--- config.mk ---
export PLATFORM = sky130hd
export DESIGN_NAME = phy_pwr_ctrl
export DESIGN_NICKNAME = d
export VERILOG_FILES = /design/src/rtl/phy_pwr_pkg.sv /design/src/rtl/pwr_mode_arb.sv /design/src/rtl/pwr_ldps_seq.sv /design/src/rtl/phy_pwr_ctrl.sv
export SDC_FILE = /design/constraint.sdc
export NUM_CORES = 1
export LEC_CHECK = 0
export BUFFER_PORTS_ARGS = -buffer_cell sky130_fd_sc_hd__buf_2
export CORE_UTILIZATION = 53
export DETAILED_ROUTE_END_ITERATION = 10
export PLACE_DENSITY = 0.84
export SYNTH_ARGS = -nofsm -noshare
export SYNTH_HDL_FRONTEND = slang
export SYNTH_HIERARCHICAL = 1
export SYNTH_SLANG_ARGS = --single-unit
--- constraint.sdc ---
create_clock -name clk_i -period 6.16 [get_ports clk_i]
set_clock_uncertainty 0.2 [all_clocks]
set_input_delay 0.308 -clock clk_i [delete_from_list [all_inputs] [get_ports clk_i]]
set_output_delay 0.308 -clock clk_i [all_outputs]
set_load 0.01 [all_outputs]
--- src/rtl/phy_pwr_pkg.sv ---
`timescale 1ns/1ps
package phy_pwr_pkg;
  typedef enum logic [2:0] {
    PM_NORMAL = 3'd0,
    PM_LDPS   = 3'd1,
    PM_ANAOFF = 3'd2,
    PM_PWRDN  = 3'd3,
    PM_ISO    = 3'd4
  } pwr_mode_e;

  typedef enum logic [1:0] {
    SQ_IDLE  = 2'd0,
    SQ_PROBE = 2'd1,
    SQ_WAKE  = 2'd2
  } seq_state_e;

  typedef struct packed {
    logic osc;
    logic ana_tx;
    logic ana_rx;
    logic pll;
    logic dig;
    logic mgmt;
    logic mac;
  } pwr_en_t;

  localparam int unsigned ANAOFF_BIT = 11;
  localparam int unsigned LDPS_BIT   = 12;
  localparam int unsigned PWRDN_BIT  = 11;
endpackage

--- src/rtl/pwr_mode_arb.sv ---
`timescale 1ns/1ps
module pwr_mode_arb
  import phy_pwr_pkg::*;
#(
  parameter int unsigned REG_W = 16
) (
  input  logic [REG_W-1:0] ext_ctrl_i,
  input  logic [REG_W-1:0] bas_ctrl_i,
  input  logic             ldps_pin_i,
  input  logic             iso_pin_i,
  output pwr_mode_e        mode_o
);
  logic req_pwrdn, req_anaoff, req_ldps;

  assign req_pwrdn  = bas_ctrl_i[PWRDN_BIT];
  assign req_anaoff = ext_ctrl_i[ANAOFF_BIT];
  assign req_ldps   = ext_ctrl_i[LDPS_BIT] | ldps_pin_i;

  // fixed ranking: pin isolate over all register requests
  always_comb begin
    if (iso_pin_i)       mode_o = PM_ISO;
    else if (req_pwrdn)  mode_o = PM_PWRDN;
    else if (req_anaoff) mode_o = PM_ANAOFF;
    else if (req_ldps)   mode_o = PM_LDPS;
    else                 mode_o = PM_NORMAL;
  end
endmodule

--- src/rtl/pwr_ldps_seq.sv ---
`timescale 1ns/1ps
module pwr_ldps_seq
  import phy_pwr_pkg::*;
#(
  parameter int unsigned PROBE_INTERVAL = 400000,
  parameter int unsigned ENERGY_MIN     = 16
) (
  input  logic clk_i,
  input  logic rst_ni,
  input  logic active_i,
  input  logic link_up_i,
  input  logic rx_energy_i,
  output logic norm_pulse_o,
  output logic probe_pulse_o
);
  localparam int unsigned IV_W = $clog2(PROBE_INTERVAL + 1);
  localparam int unsigned EN_W = $clog2(ENERGY_MIN + 1);
  localparam logic [IV_W-1:0] IV_LAST = IV_W'(PROBE_INTERVAL - 1);
  localparam logic [EN_W-1:0] EN_LAST = EN_W'(ENERGY_MIN - 1);

  seq_state_e      st_q, st_d;
  logic [IV_W-1:0] iv_q, iv_d;
  logic [EN_W-1:0] en_q, en_d;
  logic            energy_ok, stay_probe;

  assign energy_ok = rx_energy_i && (en_q == EN_LAST);

  always_comb begin
    st_d = st_q;
    if (!active_i) st_d = SQ_IDLE;
    else begin
      unique case (st_q)
        SQ_IDLE:  st_d = link_up_i ? SQ_WAKE : SQ_PROBE;
        SQ_PROBE: if (link_up_i || energy_ok) st_d = SQ_WAKE;
        SQ_WAKE:  if (!link_up_i && !rx_energy_i) st_d = SQ_PROBE;
        default:  st_d = SQ_IDLE;
      endcase
    end
  end

  assign stay_probe = (st_q == SQ_PROBE) && (st_d == SQ_PROBE);

  always_comb begin
    iv_d = '0;
    en_d = '0;
    if (stay_probe) begin
      iv_d = (iv_q == IV_LAST) ? '0 : iv_q + 1'b1;
      en_d = rx_energy_i ? en_q + 1'b1 : '0;
    end
  end

  always_ff @(posedge clk_i or negedge rst_ni) begin
    if (!rst_ni) begin
      st_q <= SQ_IDLE;
      iv_q <= '0;
      en_q <= '0;
    end else begin
      st_q <= st_d;
      iv_q <= iv_d;
      en_q <= en_d;
    end
  end

  assign norm_pulse_o  = active_i && (st_q != SQ_PROBE);
  assign probe_pulse_o = active_i && (st_q == SQ_PROBE) && (iv_q == IV_LAST);


  pulse_mutex_chk: assert property (@(posedge clk_i) disable iff (!rst_ni)
    !(norm_pulse_o && probe_pulse_o));


  probe_gap_chk: assert property (@(posedge clk_i) disable iff (!rst_ni)
    (probe_pulse_o && PROBE_INTERVAL > 1) |=> !probe_pulse_o);


  wake_cause_chk: assert property (@(posedge clk_i) disable iff (!rst_ni)
    (st_q == SQ_PROBE && active_i && !link_up_i && !rx_energy_i) |=> (st_q != SQ_WAKE));
endmodule

--- src/rtl/phy_pwr_ctrl.sv ---
`timescale 1ns/1ps
module phy_pwr_ctrl
  import phy_pwr_pkg::*;
#(
  parameter int unsigned REG_W          = 16,
  parameter int unsigned PROBE_INTERVAL = 400000,
  parameter int unsigned ENERGY_MIN     = 16
) (
  input  logic             clk_i,
  input  logic             rst_ni,
  input  logic [REG_W-1:0] ext_ctrl_i,
  input  logic [REG_W-1:0] bas_ctrl_i,
  input  logic             ldps_pin_i,
  input  logic             iso_pin_i,
  input  logic             link_up_i,
  input  logic             rx_energy_i,
  output logic             osc_en_o,
  output logic             ana_tx_en_o,
  output logic             ana_rx_en_o,
  output logic             pll_en_o,
  output logic             dig_en_o,
  output logic             mgmt_en_o,
  output logic             mac_oe_o,
  output logic             norm_pulse_o,
  output logic             probe_pulse_o,
  output logic [2:0]       mode_o
);
  pwr_mode_e mode;
  pwr_en_t   en;
  logic      seq_norm, seq_probe;

  pwr_mode_arb #(.REG_W(REG_W)) u_arb (
    .ext_ctrl_i (ext_ctrl_i),
    .bas_ctrl_i (bas_ctrl_i),
    .ldps_pin_i (ldps_pin_i),
    .iso_pin_i  (iso_pin_i),
    .mode_o     (mode)
  );

  pwr_ldps_seq #(
    .PROBE_INTERVAL (PROBE_INTERVAL),
    .ENERGY_MIN     (ENERGY_MIN)
  ) u_seq (
    .clk_i         (clk_i),
    .rst_ni        (rst_ni),
    .active_i      (mode == PM_LDPS),
    .link_up_i     (link_up_i),
    .rx_energy_i   (rx_energy_i),
    .norm_pulse_o  (seq_norm),
    .probe_pulse_o (seq_probe)
  );

  always_comb begin
    unique case (mode)
      PM_ISO:    en = '0;
      PM_PWRDN:  en = '{osc:1'b0, ana_tx:1'b0, ana_rx:1'b0, pll:1'b0, dig:1'b0, mgmt:1'b1, mac:1'b0};
      PM_ANAOFF: en = '{osc:1'b1, ana_tx:1'b0, ana_rx:1'b0, pll:1'b0, dig:1'b1, mgmt:1'b1, mac:1'b1};
      default:   en = '1;
    endcase
  end

  assign {osc_en_o, ana_tx_en_o, ana_rx_en_o, pll_en_o, dig_en_o, mgmt_en_o, mac_oe_o} = en;
  assign norm_pulse_o  = (mode == PM_NORMAL) | seq_norm;
  assign probe_pulse_o = seq_probe;
  assign mode_o        = mode;


  iso_quiet_chk: assert property (@(posedge clk_i) disable iff (!rst_ni)
    iso_pin_i |-> !(mac_oe_o || mgmt_en_o || osc_en_o || dig_en_o || norm_pulse_o));


  pwrdn_mgmt_chk: assert property (@(posedge clk_i) disable iff (!rst_ni)
    (!iso_pin_i && bas_ctrl_i[PWRDN_BIT]) |-> (mgmt_en_o && !dig_en_o && !osc_en_o && !mac_oe_o));


  anaoff_osc_chk: assert property (@(posedge clk_i) disable iff (!rst_ni)
    (mode_o == 3'd2) |-> (osc_en_o && dig_en_o && !pll_en_o && !ana_tx_en_o && !ana_rx_en_o));
endmodule

Word level (Yosys, flattened, before mapping)
Index checks and enable logic that the tools add are counted.
{"block": "totals", "reg_bits": 26, "latch_bits": 0, "ramBits": 0, "rom_bits": 0, "wordCells": 42, "n_memories": 0}
{"block": "op_classes", "addsub": 2, "mul": 0, "div_mod_pow": 0, "order_cmp": 0, "eq_ne": 10, "shifts": 0, "n_mux": 14, "bitwise": 2, "n_reduce_logical": 11}
{"operator": "two-way mux 19 bit", "count": 2}
{"operator": "one-hot mux 7 bit (3 select lines)", "count": 1}
{"operator": "adder 19 x 1 -> 19 bit (second input constant)", "count": 1}
{"operator": "equality test 19 bit (second input constant)", "count": 1}
{"operator": "two-way mux 5 bit", "count": 2}
{"operator": "two-way mux 3 bit", "count": 3}
{"operator": "two-way mux 2 bit", "count": 4}
{"operator": "equality test 3 x 2 -> 1 bit (second input constant)", "count": 2}
{"operator": "logical AND 1 bit", "count": 6}
{"operator": "one-hot mux 2 bit (3 select lines)", "count": 1}
{"operator": "adder 5 x 1 -> 5 bit (second input constant)", "count": 1}
{"operator": "equality test 5 x 4 -> 1 bit (second input constant)", "count": 1}
{"operator": "equality test 2 x 1 -> 1 bit (second input constant)", "count": 2}
{"operator": "equality test 3 x 1 -> 1 bit (second input constant)", "count": 1}
{"operator": "equality test 3 bit (second input constant)", "count": 1}
{"operator": "zero test 3 bit", "count": 1}
{"operator": "equality test 2 bit (second input constant)", "count": 1}
{"operator": "zero test 1 bit", "count": 2}
{"operator": "zero test 2 bit", "count": 1}
{"operator": "inequality test 2 x 1 -> 1 bit (second input constant)", "count": 1}
{"operator": "OR 1 bit", "count": 2}
{"operator": "logical OR 1 bit", "count": 1}
{"operator": "two-way mux 1 bit", "count": 1}

Logic depth before layout (Yosys ltp)
{"block": "depth", "depth_word": 10, "mapped_depth": 8, "depth_no_buf": 7}

Cells and area by module
The synthesis kept the hierarchy.
{"module": "pwr_ldps_seq", "instances": 1, "cells_each": 135, "area_per_inst_um2": 1350.0, "seq_area_each_um2": 650.6}
{"module": "phy_pwr_ctrl", "instances": 1, "cells_each": 12, "area_per_inst_um2": 80.1, "seq_area_each_um2": 0.0}
{"module": "pwr_mode_arb", "instances": 1, "cells_each": 6, "area_per_inst_um2": 31.3, "seq_area_each_um2": 0.0}

Worst setup path before layout
Ideal clock, no wire load.
{"block": "synth_path", "path_kind": "input port to flip-flop", "from": "in ext_ctrl_i[11]", "to": "reg u_seq.iv_q[11]", "setup_ns": 0.072, "t_arrival_ns": 2.040, "setup_slack_ns": 3.848, "cell_stages": 8, "path_buffers": 1, "cell_sequence": "o21bai_1 -> a21oi_1 -> nor3b_1 -> nand2b_1 -> a211oi_1 -> o21ai_2 -> buf_6 -> nor2_1"}
{"block": "synth_via", "elab_chain_cells": 8}
{"item": "start, declared", "line_no": "phy_pwr_ctrl.sv:11", "text": "input logic [REG_W-1:0] ext_ctrl_i,"}
{"item": "two-way mux 3 bit", "line_no": "pwr_mode_arb.sv:23", "text": "else if (req_anaoff) mode_o = PM_ANAOFF;"}
{"item": "two-way mux 3 bit", "line_no": "pwr_mode_arb.sv:22", "text": "else if (req_pwrdn) mode_o = PM_PWRDN;"}
{"item": "two-way mux 3 bit", "line_no": "pwr_mode_arb.sv:21", "text": "if (iso_pin_i) mode_o = PM_ISO;"}
{"item": "via mode_o[0]", "line_no": "phy_pwr_ctrl.sv:26", "text": "output logic [2:0] mode_o"}
{"item": "equality test 3 x 1 -> 1 bit", "line_no": "phy_pwr_ctrl.sv:46", "text": ".active_i (mode == PM_LDPS),"}
{"item": "two-way mux 2 bit", "line_no": "pwr_ldps_seq.sv:30", "text": "if (!active_i) st_d = SQ_IDLE;"}
{"item": "equality test 2 x 1 -> 1 bit", "line_no": "pwr_ldps_seq.sv:41", "text": "assign stay_probe = (st_q == SQ_PROBE) && (st_d == SQ_PROBE);"}
{"item": "logical AND 1 bit", "line_no": "pwr_ldps_seq.sv:41"}
{"item": "two-way mux 19 bit", "line_no": "pwr_ldps_seq.sv:46", "text": "if (stay_probe) begin"}
{"item": "via u_seq.iv_d[11]", "line_no": "pwr_ldps_seq.sv:22", "text": "logic [IV_W-1:0] iv_q, iv_d;"}
{"item": "end signal, assigned", "line_no": "pwr_ldps_seq.sv:59", "text": "iv_q <= iv_d;"}
{"item": "end, declared", "line_no": "pwr_ldps_seq.sv:22"}
The timed path passes the listed nets, and every way through them passes these cells.

Worst setup path in the final report
{"block": "layout_path", "from": "in ext_ctrl_i[11]", "to": "reg u_seq.iv_q[5]"}
{"block": "layout_via", "elab_chain_cells": 8}
{"item": "two-way mux 3 bit", "line_no": "pwr_mode_arb.sv:23"}
{"item": "two-way mux 3 bit", "line_no": "pwr_mode_arb.sv:22"}
{"item": "two-way mux 3 bit", "line_no": "pwr_mode_arb.sv:21"}
{"item": "equality test 3 x 1 -> 1 bit", "line_no": "phy_pwr_ctrl.sv:46"}
{"item": "two-way mux 2 bit", "line_no": "pwr_ldps_seq.sv:30"}
{"item": "equality test 2 x 1 -> 1 bit", "line_no": "pwr_ldps_seq.sv:41"}
{"item": "logical AND 1 bit", "line_no": "pwr_ldps_seq.sv:41"}
{"item": "two-way mux 19 bit", "line_no": "pwr_ldps_seq.sv:46"}
{"item": "via u_seq.iv_d[5]", "line_no": "pwr_ldps_seq.sv:22"}
The timed path passes the listed nets, and every way through them passes these cells.

==> flow_summary.json <==
{
  "outcome": "finished clean",
  "drcViolationCount": 0,
  "power.switching_mw": 0.0600,
  "intPower_mw": 0.203,
  "cts_tree": "yes",
  "swShare_pct": 22.8,
  "grt.overflow.total": 0,
  "rr_startpoint": "u_seq/en_q[0]",
  "ir_drop_uv": 243,
  "postRouteAntennaNets": 0,
  "clk_pin_slew_worst_paths_ns": 0.13,
  "drt_iter0_markers": 23,
  "first_global_vias": 920,
  "synth_flop_cell": "dfrtp_1",
  "comb_power_share_pct": 8.7,
  "vias": 1158,
  "ff2ff_path_depth": 6,
  "critical_path_depth": 8,
  "path_buf_inv": 1,
  "worstSetupStartpoint": "ext_ctrl_i[11]",
  "drv_slew": 0,
  "async_reset_ff_share_pct": 100,
  "max_freq_mhz": 415,
  "path_class": "in -> reg",
  "slowest_stage": "a211oi_1",
  "cts.path.max_buffers": 2,
  "antenna_found_initial": 0,
  "design_area_sq_mm": 0.00158,
  "powerDensity_mw_per_mm2": 166,
  "hold_path_class": "in -> reg",
  "netlist_area_sq_mm": 0.00146,
  "ys_seq_area_share_pct": 44.5,
  "core_sq_mm": 0.00254,
  "slew_headroom_pct": 56.9,
  "layout-drive-gt1-share_pct": 19.3,
  "vias_per_cell": 5.76,
  "cp.required_ns": 6.21,
  "yosysWarnings": 6,
  "cts_max_level": 1,
  "p_seq_share_pct": 65.3,
  "synthCells": 153,
  "n_fill_cell": 200,
  "n_antenna_cell": 0,
  "grt_pass1_wl_mm": 4.13,
  "dieArea_sq_mm": 0.00297,
  "first_pass_iters": 4,
  "critPathMaxStageDelay_ns": 0.46,
  "die_h_microns": 54.5,
  "syn_avg_cell_area_sq_um": 9.55,
  "clock_sinks": 26,
  "power_mw": 0.263,
  "hold_viol": 0,
  "clockRootBuffer": "clkbuf_4",
  "p_clk_share_pct": 26.1,
  "dpl.hpwl_mm": 2.02,
  "reg2reg_to": "u_seq/iv_q[5]",
  "fp-row-count": 18,
  "initial_core_util_pct": 57.4,
  "rsz0062_at_grt": "no",
  "io_buffer_count": 20,
  "routedWlPerCell_microns": 13.4,
  "synth_edf_count": 0,
  "cp_top_family": "compound AO/OA/AOI/OAI gates",
  "cap_violations": 0,
  "area_delta_synth_final_pct": 8.30,
  "tightest_slew_ns": 0.646,
  "arrival_ns": 2.45,
  "fin_setup_tns_ns": 0,
  "rrSetupSlack_ns": 3.89,
  "cts_buffers": 3,
  "yosysUniqueCellTypes": 40,
  "synthesis.nets": 194,
  "setup_violations": 0,
  "clock_latency_ns": 0.31,
  "p_leak_nw": 0.650,
  "end_kind": "flip-flop",
  "period_share_pct": 39.1,
  "crit_path_start_kind": "input pin",
  "grt_max_degree": 27,
  "dpl_cell_area_sq_mm": 0.00155,
  "grt_usage_pct": 19.5,
  "synth-seq-cells": 26,
  "post_cts_resized": 0,
  "worstSetupEndpoint": "u_seq/iv_q[5]",
  "fin_nets": 214,
  "io_pins": 50,
  "cp_cell_sequence": "buf_2, o21bai_1, a21oi_1, nor3b_1, nand2b_1, a211oi_1, o21ai_2, nor2_1",
  "die_w_microns": 54.5,
  "path_max_fanout": 15,
  "period_needed_ns": 2.41,
  "place_congestion": 0.794,
  "totalWireLength_mm": 2.70
}
## worst min-delay path by stage
stage	start	to	slack [ns]	cells after the start
floorplan	rst_ni	u_seq/en_q[0]	-0.19	0
global placement	rst_ni	u_seq/st_q[0]	0.12	1
detailed placement	rst_ni	u_seq/st_q[1]	0.14	1
CTS	rx_energy_i	u_seq/st_q[0]	0.07	2
global route	rx_energy_i	u_seq/st_q[0]	0.08	2
finish	rx_energy_i	u_seq/st_q[0]	0.07	2
## sequential cells by signal, indices dropped and copies added (netlist names)
signal,flops
u_seq/en_q,5
u_seq/st_q,2
u_seq/iv_q,19
## kinds of logic (layout without fill, tap and decap cells)
group           after synthesis  in the layout  synth area share [%]
fa+ha+maj                     3              3                  2.57
simple gates                 79             79                  30.9
compound gates               16             16                  7.28
flops                        26             26                  44.5
buf+inv                      13             31                  5.14
xor+xnor                     16             16                  9.59
## cells in the mapped netlist, types with 2 or more instances
cell type	number	area share, %
xnor2_1	12	7.2
nor4_2	2	1.7
or3_1	2	0.86
dfrtp_1	26	45
nor3_1	3	1.0
nor2b_1	2	0.86
and4_1	2	1.2
buf_4	5	2.6
nand4_1	2	0.86
ha_1	3	2.6
inv_1	7	1.8
nor4b_1	2	1.2
a21o_1	2	1.0
and3_1	4	1.7
o21bai_1	2	1.0
a21oi_1	5	1.7
nor4_1	4	1.7
nand2b_1	2	0.86
o21ai_0	2	0.68
nand2_1	8	2.1
xor2_1	4	2.4
nor2_1	27	6.9
nand3_1	8	2.7
## layout make-up
class	count	area, sq um	share of cell area [%]
multi-input cells	114	736	46.5
inverters	7	26.3	1.66
repair buffers	21	110	6.96
clock buffers	3	22.5	1.42
well taps	30	37.5	2.37
flip-flops and latches	26	651	41.1
## through the flow
| stage | worst slack, ns | hold WS [ns] | std cells | util (%) |
|---|---|---|---|---|
| final | 3.75 | 0.0714 | 201 | 62.2 |
| after global routing | 3.57 | 0.0754 | 201 | 62.2 |
| after CTS | 3.78 | 0.0652 | 201 | 62.2 |
| after detailed placement | 3.48 | 0.136 | 197 | 60.9 |
| after global placement | 3.55 | 0.124 | 197 | 60.9 |
| after floorplan | 3.85 | -0.188 | 153 | - |
## layout by cell type, fill, tap and decap left out, types with 2 or more instances in the layout
master,netlist,layout
nand2b_1,2,2
nand4_1,2,2
o21bai_1,2,2
dfrtp_1,26,26
a21oi_1,5,5
nor4_2,2,2
o21ai_0,2,2
nor2_1,27,27
clkbuf_4,0,3
and3_1,4,4
xor2_1,4,4
nor2b_1,2,2
nor3_1,3,3
and4_1,2,2
inv_1,7,7
buf_2,0,20
nor4b_1,2,2
or3_1,2,2
nand3_1,8,8
nand2_1,8,8
xnor2_1,12,12
ha_1,3,3
a21o_1,2,2
nor4_1,4,4
## repair_timing
action                    4_1_cts  5_1_grt
hold endpoints to repair       26        0
hold buffers                    1        0
setup buffers                   0        0
## worst register-to-register path, delay by kind of cell (launching register included)
| kind | cells | cell delay (ns) |
|---|---|---|
| flops | 1 | 0.42 |
| compound gates | 2 | 0.75 |
| fa+ha+maj | 2 | 0.44 |
| simple gates | 2 | 0.39 |
## metal layers
layer | share of wire (%) | wire, microns | track usage (%)
met5 | 0 | 0 | 0
met4 | 0.37 | 10 | 2.99
met3 | 4.3 | 116 | 5.56
met2 | 47 | 1270 | 29.9
met1 | 48 | 1310 | 27.7
## power groups by stage
stage	Sequential, mW	Combinational (mW)	Clock, mW
after floorplan	0.175	0.0137	0
after global placement	0.175	0.0219	0
after detailed placement	0.175	0.0226	0
after CTS	0.172	0.0232	0.0716
after global routing	0.172	0.0263	0.0764
final	0.172	0.0228	0.0686
Power figures use the tool's default switching activity.
